$ cat src/rtl/pci_strap_pkg.sv
package pci_strap_pkg;

  typedef struct packed {
    logic central;
    logic arb;
    logic host;
    logic prom;
  } strap_t;

  typedef struct packed {
    logic central;
    logic arb_int;
    logic host;
    logic illegal;
  } mode_t;

  // Host and arbiter need central function; central function needs PROM boot.
  function automatic logic strap_ok(strap_t s);
    if (s.central) return s.prom;
    return !(s.arb | s.host);
  endfunction

  function automatic mode_t strap_decode(strap_t s);
    mode_t m;
    logic ok;
    ok        = strap_ok(s);
    m.central = ok & s.central;
    m.arb_int = ok & s.arb;
    m.host    = ok & s.host;
    m.illegal = !ok;
    return m;
  endfunction

endpackage

$ cat src/rtl/pci_strap_latch.sv
module pci_strap_latch
  import pci_strap_pkg::*;
(
  input  logic   clk,
  input  logic   rst,
  input  strap_t strap_in,
  output strap_t strap_q,
  output mode_t  mode_q
);

  // Load every cycle of reset; the last reset edge wins, then freeze.
  always_ff @(posedge clk) begin
    if (rst) begin
      strap_q <= strap_in;
      mode_q  <= strap_decode(strap_in);
    end
  end

  // held straps never move outside reset
  a_r1_frozen: assert property (@(posedge clk) disable iff (rst)
    !$past(rst) |-> ($stable(strap_q) && $stable(mode_q)));

  // fallback configuration on unsupported straps
  a_r3_fallback: assert property (@(posedge clk) disable iff (rst)
    mode_q.illegal |-> !(mode_q.central | mode_q.arb_int | mode_q.host));

  // host or arbiter without central function is never reported as valid
  a_r2_dep: assert property (@(posedge clk) disable iff (rst)
    (mode_q.host | mode_q.arb_int) |-> (mode_q.central && strap_q.prom));

endmodule

$ cat src/rtl/pci_pin_sync.sv
module pci_pin_sync #(
  parameter int STAGES = 2
) (
  input  logic clk,
  input  logic rst,
  input  logic din_n,
  output logic dout_n
);

  localparam int LAST = STAGES - 1;

  logic [LAST:0] chain;

  generate
    if (STAGES == 1) begin : g_single
      always_ff @(posedge clk) begin
        if (rst) chain <= '1;
        else     chain <= din_n;
      end
    end else begin : g_multi
      always_ff @(posedge clk) begin
        if (rst) chain <= '1;
        else     chain <= {chain[LAST-1:0], din_n};
      end
    end
  endgenerate

  assign dout_n = chain[LAST];

endmodule

$ cat src/rtl/pci_rst_seq.sv
module pci_rst_seq (
  input  logic clk,
  input  logic rst,
  input  logic central,
  input  logic sw_wr,
  input  logic sw_release,
  input  logic pin_sync_n,
  output logic pcirst_n_out,
  output logic pcirst_oe,
  output logic chip_rst_req
);

  logic rel_q;

  // Release bit: only writable when the block owns the bus reset.
  always_ff @(posedge clk) begin
    if (rst)                   rel_q <= 1'b0;
    else if (sw_wr && central) rel_q <= sw_release;
  end

  always_ff @(posedge clk) begin
    if (rst) begin
      pcirst_oe    <= central;
      pcirst_n_out <= !central;
      chip_rst_req <= 1'b0;
    end else begin
      pcirst_oe    <= central;
      pcirst_n_out <= central ? rel_q : 1'b1;
      chip_rst_req <= !central && !pin_sync_n;
    end
  end

  // pad driver enabled only in central-function mode
  a_r7_oe_central: assert property (@(posedge clk) disable iff (rst)
    pcirst_oe |-> central);

  // no low level on the pad value outside central-function mode
  a_r7_out_idle: assert property (@(posedge clk) disable iff (rst)
    (!central && !$past(rst)) |-> pcirst_n_out);

  // pin pass-through silent in central-function mode
  a_r8_no_req_central: assert property (@(posedge clk) disable iff (rst)
    chip_rst_req |-> !central);

  // clearing the release bit drives the bus reset low next edge
  a_r6_reassert: assert property (@(posedge clk) disable iff (rst)
    $fell(rel_q) |=> !pcirst_n_out);

  // setting the release bit lets the bus reset go high next edge
  a_r6_release: assert property (@(posedge clk) disable iff (rst)
    $rose(rel_q) |=> pcirst_n_out);

endmodule

$ cat src/rtl/pci_strap_rst_ctrl.sv
module pci_strap_rst_ctrl
  import pci_strap_pkg::*;
#(
  parameter int SYNC_STAGES = 2
) (
  input  logic clk,
  input  logic rst,
  input  logic strap_central,
  input  logic strap_arb,
  input  logic strap_host,
  input  logic strap_prom,
  input  logic sw_wr,
  input  logic sw_release,
  input  logic pcirst_n_in,
  output logic pcirst_n_out,
  output logic pcirst_oe,
  output logic chip_rst_req,
  output logic mode_central,
  output logic mode_arb_int,
  output logic mode_host,
  output logic strap_illegal
);

  strap_t strap_in;
  strap_t strap_q;
  mode_t  mode_q;
  logic   pin_sync_n;

  assign strap_in = '{central: strap_central, arb: strap_arb,
                      host: strap_host, prom: strap_prom};

  pci_strap_latch u_latch (
    .clk      (clk),
    .rst      (rst),
    .strap_in (strap_in),
    .strap_q  (strap_q),
    .mode_q   (mode_q)
  );

  pci_pin_sync #(.STAGES(SYNC_STAGES)) u_sync (
    .clk    (clk),
    .rst    (rst),
    .din_n  (pcirst_n_in),
    .dout_n (pin_sync_n)
  );

  pci_rst_seq u_seq (
    .clk          (clk),
    .rst          (rst),
    .central      (mode_q.central),
    .sw_wr        (sw_wr),
    .sw_release   (sw_release),
    .pin_sync_n   (pin_sync_n),
    .pcirst_n_out (pcirst_n_out),
    .pcirst_oe    (pcirst_oe),
    .chip_rst_req (chip_rst_req)
  );

  assign mode_central  = mode_q.central;
  assign mode_arb_int  = mode_q.arb_int;
  assign mode_host     = mode_q.host;
  assign strap_illegal = mode_q.illegal;

  // a legal setting reports the held strap values unchanged
  a_r4_legal_map: assert property (@(posedge clk) disable iff (rst)
    !strap_illegal |-> (mode_central == strap_q.central &&
                        mode_arb_int == strap_q.arb &&
                        mode_host == strap_q.host));

endmodule

$ cat config.mk
export PLATFORM = sky130hd
export DESIGN_NAME = pci_strap_rst_ctrl
export DESIGN_NICKNAME = d
export VERILOG_FILES = /design/src/rtl/pci_strap_pkg.sv /design/src/rtl/pci_strap_latch.sv /design/src/rtl/pci_pin_sync.sv /design/src/rtl/pci_rst_seq.sv /design/src/rtl/pci_strap_rst_ctrl.sv
export SDC_FILE = /design/constraint.sdc
export NUM_CORES = 1
export LEC_CHECK = 0
export BUFFER_PORTS_ARGS = -buffer_cell sky130_fd_sc_hd__buf_2
export CAP_MARGIN = 5
export CORE_AREA = 2 2 39 41
export CTS_CLUSTER_DIAMETER = 200
export DETAILED_ROUTE_END_ITERATION = 16
export DIE_AREA = 0 0 41 43
export GPL_ROUTABILITY_DRIVEN = 0
export PLACE_DENSITY_LB_ADDON = 0.08
export SKIP_CTS_REPAIR_TIMING = 1
export SKIP_LAST_GASP = 1
export SLEW_MARGIN = 0
export SYNTH_ARGS = -nofsm -noshare
export SYNTH_HDL_FRONTEND = slang
export SYNTH_SLANG_ARGS = --single-unit
$ cat constraint.sdc
create_clock -name clk -period 0.8 [get_ports clk]
set_input_delay 0.16 -clock clk [delete_from_list [all_inputs] [get_ports clk]]
set_output_delay 0.16 -clock clk [all_outputs]
set_load 0.05 [all_outputs]
# Word level (Yosys, flattened, before mapping)
# Cells that the tools add are included.
# W data, S select, Z words.
classes:
  n_mux: 7
  n_bitwise: 4
  reduce_logical: 6
ops:
  columns: ["operator", "n"]
  rows:
  - ["$mux W1", 7]
  - ["$logic_not A1 Y1", 4]
  - ["$and A1 B1 Y1", 3]
  - ["$logic_and A1 B1 Y1", 2]
  - ["$or A1 B1 Y1", 1]
word_totals:
  ff_bits: 10

# Logic depth before layout (Yosys ltp)
# Gate-level depths: netlist of the first run.
depth:
  ltp_word: 5
  mapped_depth: 2
  ltp_nobuf: 2

# Modules after synthesis
# A second synthesis of the first run with hierarchy kept.
hier_totals:
  hier_cells: 27
  area_unflattened_um2: 442.9
modules_own_cells:
  columns: ["module", "instances", "cells_per_inst", "area_each_um2"]
  rows:
  - ["pci_strap_latch", 1, 13, 272.8]
  - ["pci_rst_seq", 1, 10, 117.6]
  - ["pci_pin_sync", 1, 4, 52.6]

# Least setup slack after synthesis of the first run
# No wires, ideal clock.
synth_timing:
  path_type: "flip-flop to flip-flop"
  start: "register u_latch.mode_q[3] (netlist name)"
  end: "register u_seq.rel_q"
  setup_ns: 0.066
  arrival_time_ns: 0.991
  required_ns: 0.734
  path_slack_ns: -0.257
  path_stages_with_launch: 3
  path_buffers: 0
  path_cell_list: "edfxtp_1 -> a21bo_1 -> a21oi_2"
synth_between:
  elab_chain_cells: 1
synth_rtl:
  columns: ["item", "line", "source"]
  rows:
  - ["$logic_and A1 B1 Y1", "pci_rst_seq.sv:18", "else if (sw_wr && central) rel_q <= sw_release;"]
  - ["end signal: assignment", "pci_rst_seq.sv:18", null]
  - ["end: declaration", "pci_rst_seq.sv:13", "logic rel_q;"]
# Every way passes these cells.
# A chain may end at the register's enable or synchronous reset.

# Final worst setup path of the first run
layout_timing:
  start: "register u_latch.mode_q[3] (netlist name)"
  end: "output port mode_central"
layout_rtl:
  columns: ["item", "line", "source"]
  rows:
  - ["end: declaration", "pci_strap_rst_ctrl.sv:18", "output logic mode_central,"]
# No word-level cell between the ends.

==> impl_results.md, run 1 <==
- Clk slew on worst S/H paths: 0.06 ns
- Overall Global Routing Usage: 8.11%
- Main synth FF type: dfxtp_1
- Cell taking the most area after synthesis: dfxtp_1
- Crit path kind: reg2out
- Synthesized net count: 32
- Slowest cell on the critical path: edfxtp_1
- CTS tree: built
- Worst Hold Class: in2reg
- Endpoint class of the critical path: primary output
- Startpoint of the worst hold path: pcirst_n_in
- Cts bufs inserted: 3
- Post-route antenna net violation count: 0
- Largest net degree at the start of global routing: 10
- DR iter-0 viols: 2
- CP cell instances: buf_6
- WP data arrival: 0.87 ns
- Synth async-reset ratio: 0%
- Final hold viol count: 0
- Final period util: 129%
- Element type at the critical path start: register
- Yosys top cell area share: 37.8%
- Nets@finish: 54
- Mux contribution to synthesized area: 0%
- Area occupied by multi-input gates: 78.8 µm²
- RSZ-0062 raised after global routing: true
- CP Max Fanout: 3
- Number of global-route vias before repair: 223
- Filler cell count: 149
- Reg2reg path depth: 3
- Worst path buffer plus inverter count: 1
- Commonest cells post-synth: 6 x dfxtp_1, 4 x edfxtp_1, 2 x and3_1, 2 x nor3_1, 2 x or2_2
- Hold Path Depth: 2
- Fin. max-slew vios: 0
- Row count: 14
- Hold Path End: u_sync.chain[0]$_SDFF_PP1_
- Total of warnings raised by yosys: 0
- Die X: 41 µm
- Drt drc: 0
- Min Hold Slack: 0.0886 ns
- Number of synthesized flops with an enable pin: 4
- Post-place setup slack: -0.0328 ns
- Clock skew: 0.00536 ns
- P_leak: 0.221 nW
- Synthesized flop and latch total: 10
- Synth unique cells: 12
- CP max stage delay: 0.43 ns
- Achievable Freq: 972 MHz
- DP HPWL: 436 µm
- Setup crit start: u_latch.mode_q[3]$_DFFE_PP_
- Reg area: 244 µm²
- Ant. Diodes: 0
- Total power: 1.14 mW
- Failing checks: setup timing
- Clk buf depth: 2
- Cell Pwr Density: 2210 nW/µm²
- Worst slew pin tran: 0.191 ns
- Setup tns final: -1.12 ns
- Starting Density: 23.0%
- IO buf count: 15
- Layout cells sized above 1: 61.4%
- Largest family of logic cells by synthesized area: simple AND/OR/NAND/NOR gates
- Reg-to-reg slack, setup: -0.17 ns
- Tmin final: 1.03 ns
- Compound-Gate Fraction of Synth Area: 7.48%
- Placed Instances: 55
- Post-Synth Adder-Cell Area: 0%
- Final setup viols: 8
- Max-Cap Viols: 0
- Post-Synth XOR/XNOR Area: 0%
- Simple-gate portion of the synthesized area: 15.7%
- Layout Area Growth over Synthesis: 63.0%
- Mapped Area: 318 µm²
- Io pins: 16
- CP top delay family: flip-flops
- Later-pin clock latency in the skew report: 0.25 ns
- Wirelength, routed: 606 µm
- Top-count cell post-synth: dfxtp_1
- Root Driver: clkbuf_4
- Register area share after synthesis: 75.6%
- Initial antenna violation count: 0
- Worst ir drop on vdd: 0.000951 V
- First-pass GRT wire length: 883 µm
- Status: finished, violations left
- H-tree levels: 1
- Remaining Overflow, GRT: 0
- Vias: 253
- Vias per Instance: 4.22
- Cell Count, Final, Fillers Out: 60
- Worst r2r dst: u_seq.rel_q$_SDFFE_PP0P_
- Worst rel slew slack: 87.2%
- Router iterations before antenna repair: 4
- CTS sink cnt: 10
- Synthesized instance count: 23
- Post-DR wirelength/cell: 10.1 µm
- Die Area: 1760 µm²
- R2R Path Start: u_latch.mode_q[3]$_DFFE_PP_
- Core area: 1380 µm²
- Worst Slack Setup Final: -0.228 ns
- Die H: 43 µm
- Avg Cell Area, Syn: 13.8 µm²
- Required time worst endpoint: 0.64 ns
- Synth area leaders: dfxtp_1 38%, edfxtp_1 38%, and3_1 3.9%, or2_2 3.9%, a21bo_1 3.1%
[cells in the final DEF, fill, tap and decap left out]
| master | count |
|---|---|
| a21oi_2 | 1 |
| and2_1 | 1 |
| dfxtp_1 | 3 |
| buf_6 | 4 |
| buf_8 | 3 |
| clkbuf_1 | 1 |
| dfxtp_2 | 3 |
| nor3_2 | 1 |
| nor3_1 | 1 |
| nand3_1 | 1 |
| or2_2 | 2 |
| a21bo_1 | 1 |
| edfxtp_1 | 4 |
| buf_2 | 8 |
| buf_4 | 2 |
| inv_1 | 1 |
| clkbuf_4 | 3 |
| nor2_1 | 1 |
| o21ai_0 | 1 |
| and3_1 | 2 |
[metrics by stage]
stage,cell area [µm²],util [%]
finish,518,37.4
global route,518,37.4
CTS,447,32.3
detailed placement,420,30.4
global placement,420,30.4
floorplan,318,-
[worst max path at each step]
stage,endpoint,slack [ns],cells after the start
6_report,mode_central,-0.23,1
5_1_grt,mode_central,-0.26,1
4_1_cts,mode_central,-0.32,1
3_5_place_dp,u_seq.rel_q$_SDFFE_PP0P_,-0.03,2
3_3_place_gp,mode_central,0.004,1
2_1_floorplan,u_seq.rel_q$_SDFFE_PP0P_,-0.26,2
[metal layers]
layer / vias to the layer above / GRT usage (%) / routed length, µm
met4: 0 / 6.00 / 0
met3: 0 / 6.28 / 47
li1: 121 / - / -
met1: 122 / 7.62 / 234
met2: 10 / 11.3 / 324
met5: - / 0 / 0
[logic make-up (layout without fill, tap and decap cells)]
logic type	Yosys count	in the layout
AOI/OAI and AO/OA	3	3
buffers and inverters	1	22
DFF	10	10
and+or+nand+nor	9	9
[where the power goes]
part	internal (mW)	leakage (nW)	total, mW	switching, mW
Sequential	0.567	0.0889	0.585	0.0177
Combinational	0.0905	0.117	0.220	0.129
Clock	0.192	0.0150	0.340	0.149
[area by class of cell]
cell class	instances	area share, %
flip-flops and latches	10	47.1
repair buffers	17	28.0
multi-input cells	12	15.2
clock buffers	4	5.07
well taps	16	3.86
inverters	1	0.725
[sequential cells by signal, summed over array words and instances (netlist names)]
name                flops
u_latch.mode_q          4
u_seq.chip_rst_req      1
u_seq.pcirst_n_out      1
u_seq.pcirst_oe         1
u_seq.rel_q             1
u_sync.chain            2
Note: power is estimated with default switching activity, not from simulation.
==> inputs of run 2 (changes only) <==
--- a/config.mk
+++ b/config.mk
@@ -18,4 +18,5 @@
 export SLEW_MARGIN = 0
 export SYNTH_ARGS = -nofsm -noshare
 export SYNTH_HDL_FRONTEND = slang
+export SYNTH_HIERARCHICAL = 1
 export SYNTH_SLANG_ARGS = --single-unit
==> impl_results.md, run 2 <==
- Status: finished, violations left
- Failing checks: setup timing
- Mapped Area: 323 µm² (+1.6%)
- Die H: 43 µm (unchanged)
- Worst slew pin tran: 0.195 ns (+0.00319 ns)
- Achievable Freq: 963 MHz (-1.0%)
- Crit path kind: reg2out
- Grt peak-use layer: met2
- Required time worst endpoint: 0.64 ns (about the same)
- Overall Global Routing Usage: 8.44% (+0.34 points)
- Io pins: 16 (unchanged)
- Post-route antenna net violation count: 0 (unchanged)
- Setup tns final: -1.00 ns (+0.117 ns)
- Clk buf depth: 2 (unchanged)
- Synthesized instance count: 23 (unchanged)
- Die Area: 1760 µm² (unchanged)
- CP top delay family: flip-flops
- Slowest cell on the critical path: edfxtp_1
- Worst path buffer plus inverter count: 1 (unchanged)
- Router iterations before antenna repair: 2 (-2)
- Root Driver: clkbuf_4
- Nets@finish: 53 (-1.9%)
- Element type at the critical path start: register
- Cell Pwr Density: 2200 nW/µm² (-0.67%)
- Cts bufs inserted: 3 (unchanged)
- Remaining Overflow, GRT: 0 (unchanged)
- Worst ir drop on vdd: 0.000763 V (-20%)
- Layout Area Growth over Synthesis: 58.5%
- CP max stage delay: 0.44 ns (about the same)
- Worst rel slew slack: 87.0% (-0.21 points)
- Worst Hold Class: in2reg
- Post-DR wirelength/cell: 9.53 µm (-5.6%)
- Switch Pwr: 296 µW (about the same)
- Largest regs: u_latch/mode_q (4), u_sync/chain (2)
- Endpoint class of the critical path: primary output
- Starting Density: 23.3% (+0.36 points)
- First-pass GRT wire length: 883 µm (unchanged)
- Row count: 14 (unchanged)
- Clock share of power: 29.0% (-0.7 points)
- Total power: 1.12 mW (-1.9%)
- Hold Path Depth: 2 (unchanged)
- Vias per Instance: 4.00 (-5.1%)
- Layout cells sized above 1: 64.3% (+2.9 points)
- Wirelength, routed: 553 µm (-8.7%)
- Commonest non-fill, non-tap cell in the layout: buf_2
- Initial antenna violation count: 0 (unchanged)
- Met3 usage: 6.28% (unchanged)
- Largest net degree at the start of global routing: 10 (unchanged)
- DR iter-0 viols: 2 (unchanged)
- Die X: 41 µm (unchanged)
- Drt drc: 0 (unchanged)
- Max-Cap Viols: 0 (unchanged)
- CP Max Fanout: 4 (+1)
- Core area: 1380 µm² (unchanged)
- Post-detailed-placement cell area: 425 µm² (+1.2%)
- Clk slew on worst S/H paths: 0.06 ns (about the same)
- P_leak: 0.215 nW (-2.7%)
- Vias: 232 (-8.3%)
- Filler cell count: 147 (-1.3%)
- H-tree levels: 1 (unchanged)
- Synthesized net count: 32 (unchanged)
- Ant. Diodes: 0 (unchanged)
- Fin. max-slew vios: 0 (unchanged)
- Later-pin clock latency in the skew report: 0.25 ns (about the same)
- RSZ-0062 raised after global routing: true
- Pint: 828 µW (-2.5%)
- Met1 usage: 8.72% (+1.1 points)
- Met2 Resource Use GR: 11.3% (unchanged)
- Gate power share: 19.0% (-0.2 points)
- Clock skew: 0.000642 ns (-0.00472 ns)
- Final setup viols: 8 (unchanged)
- Tmin final: 1.04 ns (+0.0104 ns)
- Avg Cell Area, Syn: 14.0 µm² (+1.6%)
- Cell count along the critical path: 1 (unchanged)
- Switching Share: 26.3% (+0.50 points)
- Worst Slack Setup Final: -0.239 ns (-0.0104 ns)
- Final hold viol count: 0 (unchanged)
- CTS sink cnt: 10 (unchanged)
- Largest register FFs: 4 (unchanged)
- IO buf count: 15 (unchanged)
- CTS tree: built
- Reg with most FFs: u_latch/mode_q
- WP data arrival: 0.88 ns (about the same)
- Reg2reg path depth: 2 (-1)
- Final period util: 130% (+1.3 points)
- Total of warnings raised by yosys: 6 (+6)
- Commonest non-fill, non-tap cells in the layout: 8 x buf_2, 4 x buf_6, 4 x edfxtp_1
- CP cell instances: buf_6
- Seq pwr share: 52.1% (+1.0 points)
- Final Cell Area: 512 µm² (-1.2%)
- Number of global-route vias before repair: 219 (-1.8%)
==> run 2: power by group through the flow <==
stage	clock (mW)	sequential (mW)	combinational, mW
6_report	0.325	0.585	0.213
5_1_grt	0.361	0.589	0.228
4_1_cts	0.344	0.575	0.177
3_5_place_dp	0	0.587	0.177
3_3_place_gp	0	0.585	0.176
2_1_floorplan	0	0.679	0.0213
==> run 2: cell type report <==
cell class                      instances  area [µm²]  area share (%)
Clock buffer                            3        22.5            4.40
Sequential cell                        10         244            47.7
Inverter                                1        3.75           0.733
Timing Repair Buffer                   16         138            26.9
Tap cell                               16        20.0            3.91
Multi-Input combinational cell         12        83.8            16.4
==> run 2: per-layer routing <==
layer	share of wire, %	vias to the layer above
met5	0	-
met1	39	101
li1	-	119
met2	51	12
met3	11	0
met4	0	0
==> run 2: worst paths after layout <==
kind | slack (ns) | start | endpoint
setup / recovery | -0.24 | u_latch/mode_q[3]$_DFFE_PP_ | mode_central
hold reg to reg | 0.40 | u_sync/chain[1]$_SDFF_PP1_ | u_seq/chip_rst_req$_SDFF_PP0_
hold / removal | 0.08 | pcirst_n_in | u_sync/chain[0]$_SDFF_PP1_
setup reg to reg | -0.04 | u_latch/mode_q[3]$_DFFE_PP_ | u_seq/rel_q$_SDFFE_PP0P_
==> run 2: through the flow <==
step / hold WS, ns / setup slack, ns / util [%] / instances
floorplan: 0.222 / -0.256 / - / 23
global placement: 0.341 / 0.00661 / 30.7 / 55
detailed placement: 0.342 / -0.0196 / 30.7 / 55
CTS: 0.0660 / -0.304 / 32.4 / 58
global route: 0.0831 / -0.283 / 37.0 / 58
finish: 0.0810 / -0.239 / 37.0 / 58
==> inputs of run 3 (changes only) <==
--- a/config.mk
+++ b/config.mk
@@ -15,7 +15,7 @@
 export PLACE_DENSITY_LB_ADDON = 0.08
 export SKIP_CTS_REPAIR_TIMING = 1
 export SKIP_LAST_GASP = 1
-export SLEW_MARGIN = 0
+export SLEW_MARGIN = 25
 export SYNTH_ARGS = -nofsm -noshare
 export SYNTH_HDL_FRONTEND = slang
 export SYNTH_HIERARCHICAL = 1
==> constraint.sdc (replaced) <==
create_clock -name clk -period 1.1 [get_ports clk]
set_input_delay 0.22 -clock clk [delete_from_list [all_inputs] [get_ports clk]]
set_output_delay 0.22 -clock clk [all_outputs]
set_load 0.05 [all_outputs]
==> impl_results.md, run 3 (synthesis gave the netlist of run 2 again) <==
- Status: finished, violations left
- Failing checks: setup timing
- Vias: 239 (+3.0%)
- Commonest non-fill, non-tap cells in the layout: 13 x buf_2, 6 x dfxtp_1, 4 x edfxtp_1, 3 x clkbuf_4, 3 x buf_4
- Post-route antenna net violation count: 0 (unchanged)
- H-tree levels: 1 (unchanged)
- Post-place setup slack: 0.193 ns (+0.213 ns)
- Reg area: 240 µm² (-1.5%)
- Min Hold Slack: 0.143 ns (+0.0616 ns)
- Cell Count, Final, Fillers Out: 60 (+3.4%)
- CP cell instances: buf_6
- CTS tree: built
- Tmin final: 1.13 ns
- Cell Pwr Density: 1830 nW/µm² (-16%)
- Reg with most FFs: u_latch/mode_q
- Overall Global Routing Usage: 7.90% (-0.54 points)
- Max-Cap Viols: 0 (unchanged)
- Filler cell count: 150 (+2.0%)
- Required time worst endpoint: 0.88 ns (+0.24 ns)
- Worst slew pin tran: 0.250 ns (+0.0550 ns)
- CP Max Fanout: 6 (+2)
- Area occupied by multi-input gates: 78.8 µm² (-6.0%)
- Nets@finish: 54 (+1.9%)
- DP HPWL: 434 µm
- Layout cells sized above 1: 56.8% (-7.5 points)
- Largest net degree at the start of global routing: 10 (unchanged)
- Root Driver: clkbuf_4
- P_leak: 0.212 nW (-1.3%)
- Slowest cell on the critical path: edfxtp_1
- DR iter-0 viols: 3 (+1)
- Die H: 43 µm (unchanged)
- CP top delay family: flip-flops
- WP data arrival: 0.91 ns (+0.03 ns)
- Router iterations before antenna repair: 3 (+1)
- Achievable Freq: 886 MHz
- Clk slew on worst S/H paths: 0.06 ns (about the same)
- CTS sink cnt: 10 (unchanged)
- Core area: 1380 µm² (unchanged)
- CP max stage delay: 0.46 ns (+0.02 ns)
- Worst ir drop on vdd: 0.000550 V (-28%)
- Largest register FFs: 4 (unchanged)
- Worst rel slew slack: 83.5% (-3.6 points)
- Largest regs: u_latch/mode_q (4), u_sync/chain (2)
- First-pass GRT wire length: 876 µm (-0.79%)
- Die X: 41 µm (unchanged)
- Remaining Overflow, GRT: 0 (unchanged)
- Placed Instances: 54 (-1.8%)
- Fin. max-slew vios: 0 (unchanged)
- Cts bufs inserted: 3 (unchanged)
- Worst Slack Setup Final: -0.0286 ns (+0.210 ns)
- Later-pin clock latency in the skew report: 0.26 ns (about the same)
- Final period util: 103%
- Ant. Diodes: 0 (unchanged)
- Die Area: 1760 µm² (unchanged)
- Clock skew: 0.00225 ns (+0.00160 ns)
- Post-DR wirelength/cell: 9.42 µm (-1.2%)
- Layout Area Growth over Synthesis: 48.1%
- Io pins: 16 (unchanged)
- Crit path kind: reg2out
- Endpoint class of the critical path: primary output
- Total power: 877 µW (-22%)
- Number of global-route vias before repair: 227 (+3.7%)
- Row count: 14 (unchanged)
- Starting Density: 23.3% (unchanged)
- Commonest non-fill, non-tap cell in the layout: buf_2
- Initial antenna violation count: 0 (unchanged)
- Element type at the critical path start: register
- Wirelength, routed: 565 µm (+2.2%)
- Final hold viol count: 0 (unchanged)
- Worst path buffer plus inverter count: 1 (unchanged)
- Vias per Instance: 3.98 (-0.42%)
- RSZ-0062 raised after global routing: true
- IO buf count: 15 (unchanged)
- Final setup viols: 1 (-7)
- Clk buf depth: 2 (unchanged)
- Drt drc: 0 (unchanged)
- Worst Hold Class: in2reg
## run 3: layout make-up
cell class | instances | area share, %
tap | 16 | 4.19
multi-input combinational | 12 | 16.5
inverter | 1 | 0.785
sequential | 10 | 50.3
timing repair buffer | 17 | 20.7
clock buffer | 4 | 7.59
## run 3: per-layer routing
metal,global-route usage [%],part of all wire (%),vias up
li1,-,-,122
met1,9.93,42,104
met2,9.38,45,13
met3,3.14,13,0
met4,8.00,0,0
met5,0,0,-
## run 3: metrics by stage
stage               util [%]  setup TNS [ns]  area [µm²]
floorplan                  -               0         323
global placement        30.2               0         418
detailed placement      30.2               0         418
CTS                     32.8          -0.101         454
global route            34.5         -0.0711         478
finish                  34.5         -0.0286         478
## run 3: path summary, 6_finish.rpt
| check | end | cells after the start | slack [ns] | from |
|---|---|---|---|---|
| max | mode_central | 1 | -0.03 | u_latch/mode_q[3]$_DFFE_PP_ |
| min | u_sync/chain[0]$_SDFF_PP1_ | 2 | 0.14 | pcirst_n_in |
| max reg2reg | u_seq/rel_q$_SDFFE_PP0P_ | 3 | 0.13 | u_latch/mode_q[3]$_DFFE_PP_ |
| min reg2reg | u_seq/chip_rst_req$_SDFF_PP0_ | 1 | 0.38 | u_sync/chain[1]$_SDFF_PP1_ |
## run 3: report_power, final
part | switching [mW] | total, mW | internal (mW)
Clock | 0.122 | 0.323 | 0.201
Combinational | 0.0907 | 0.135 | 0.0445
Sequential | 0.00867 | 0.419 | 0.410
Total | 0.221 | 0.877 | 0.656
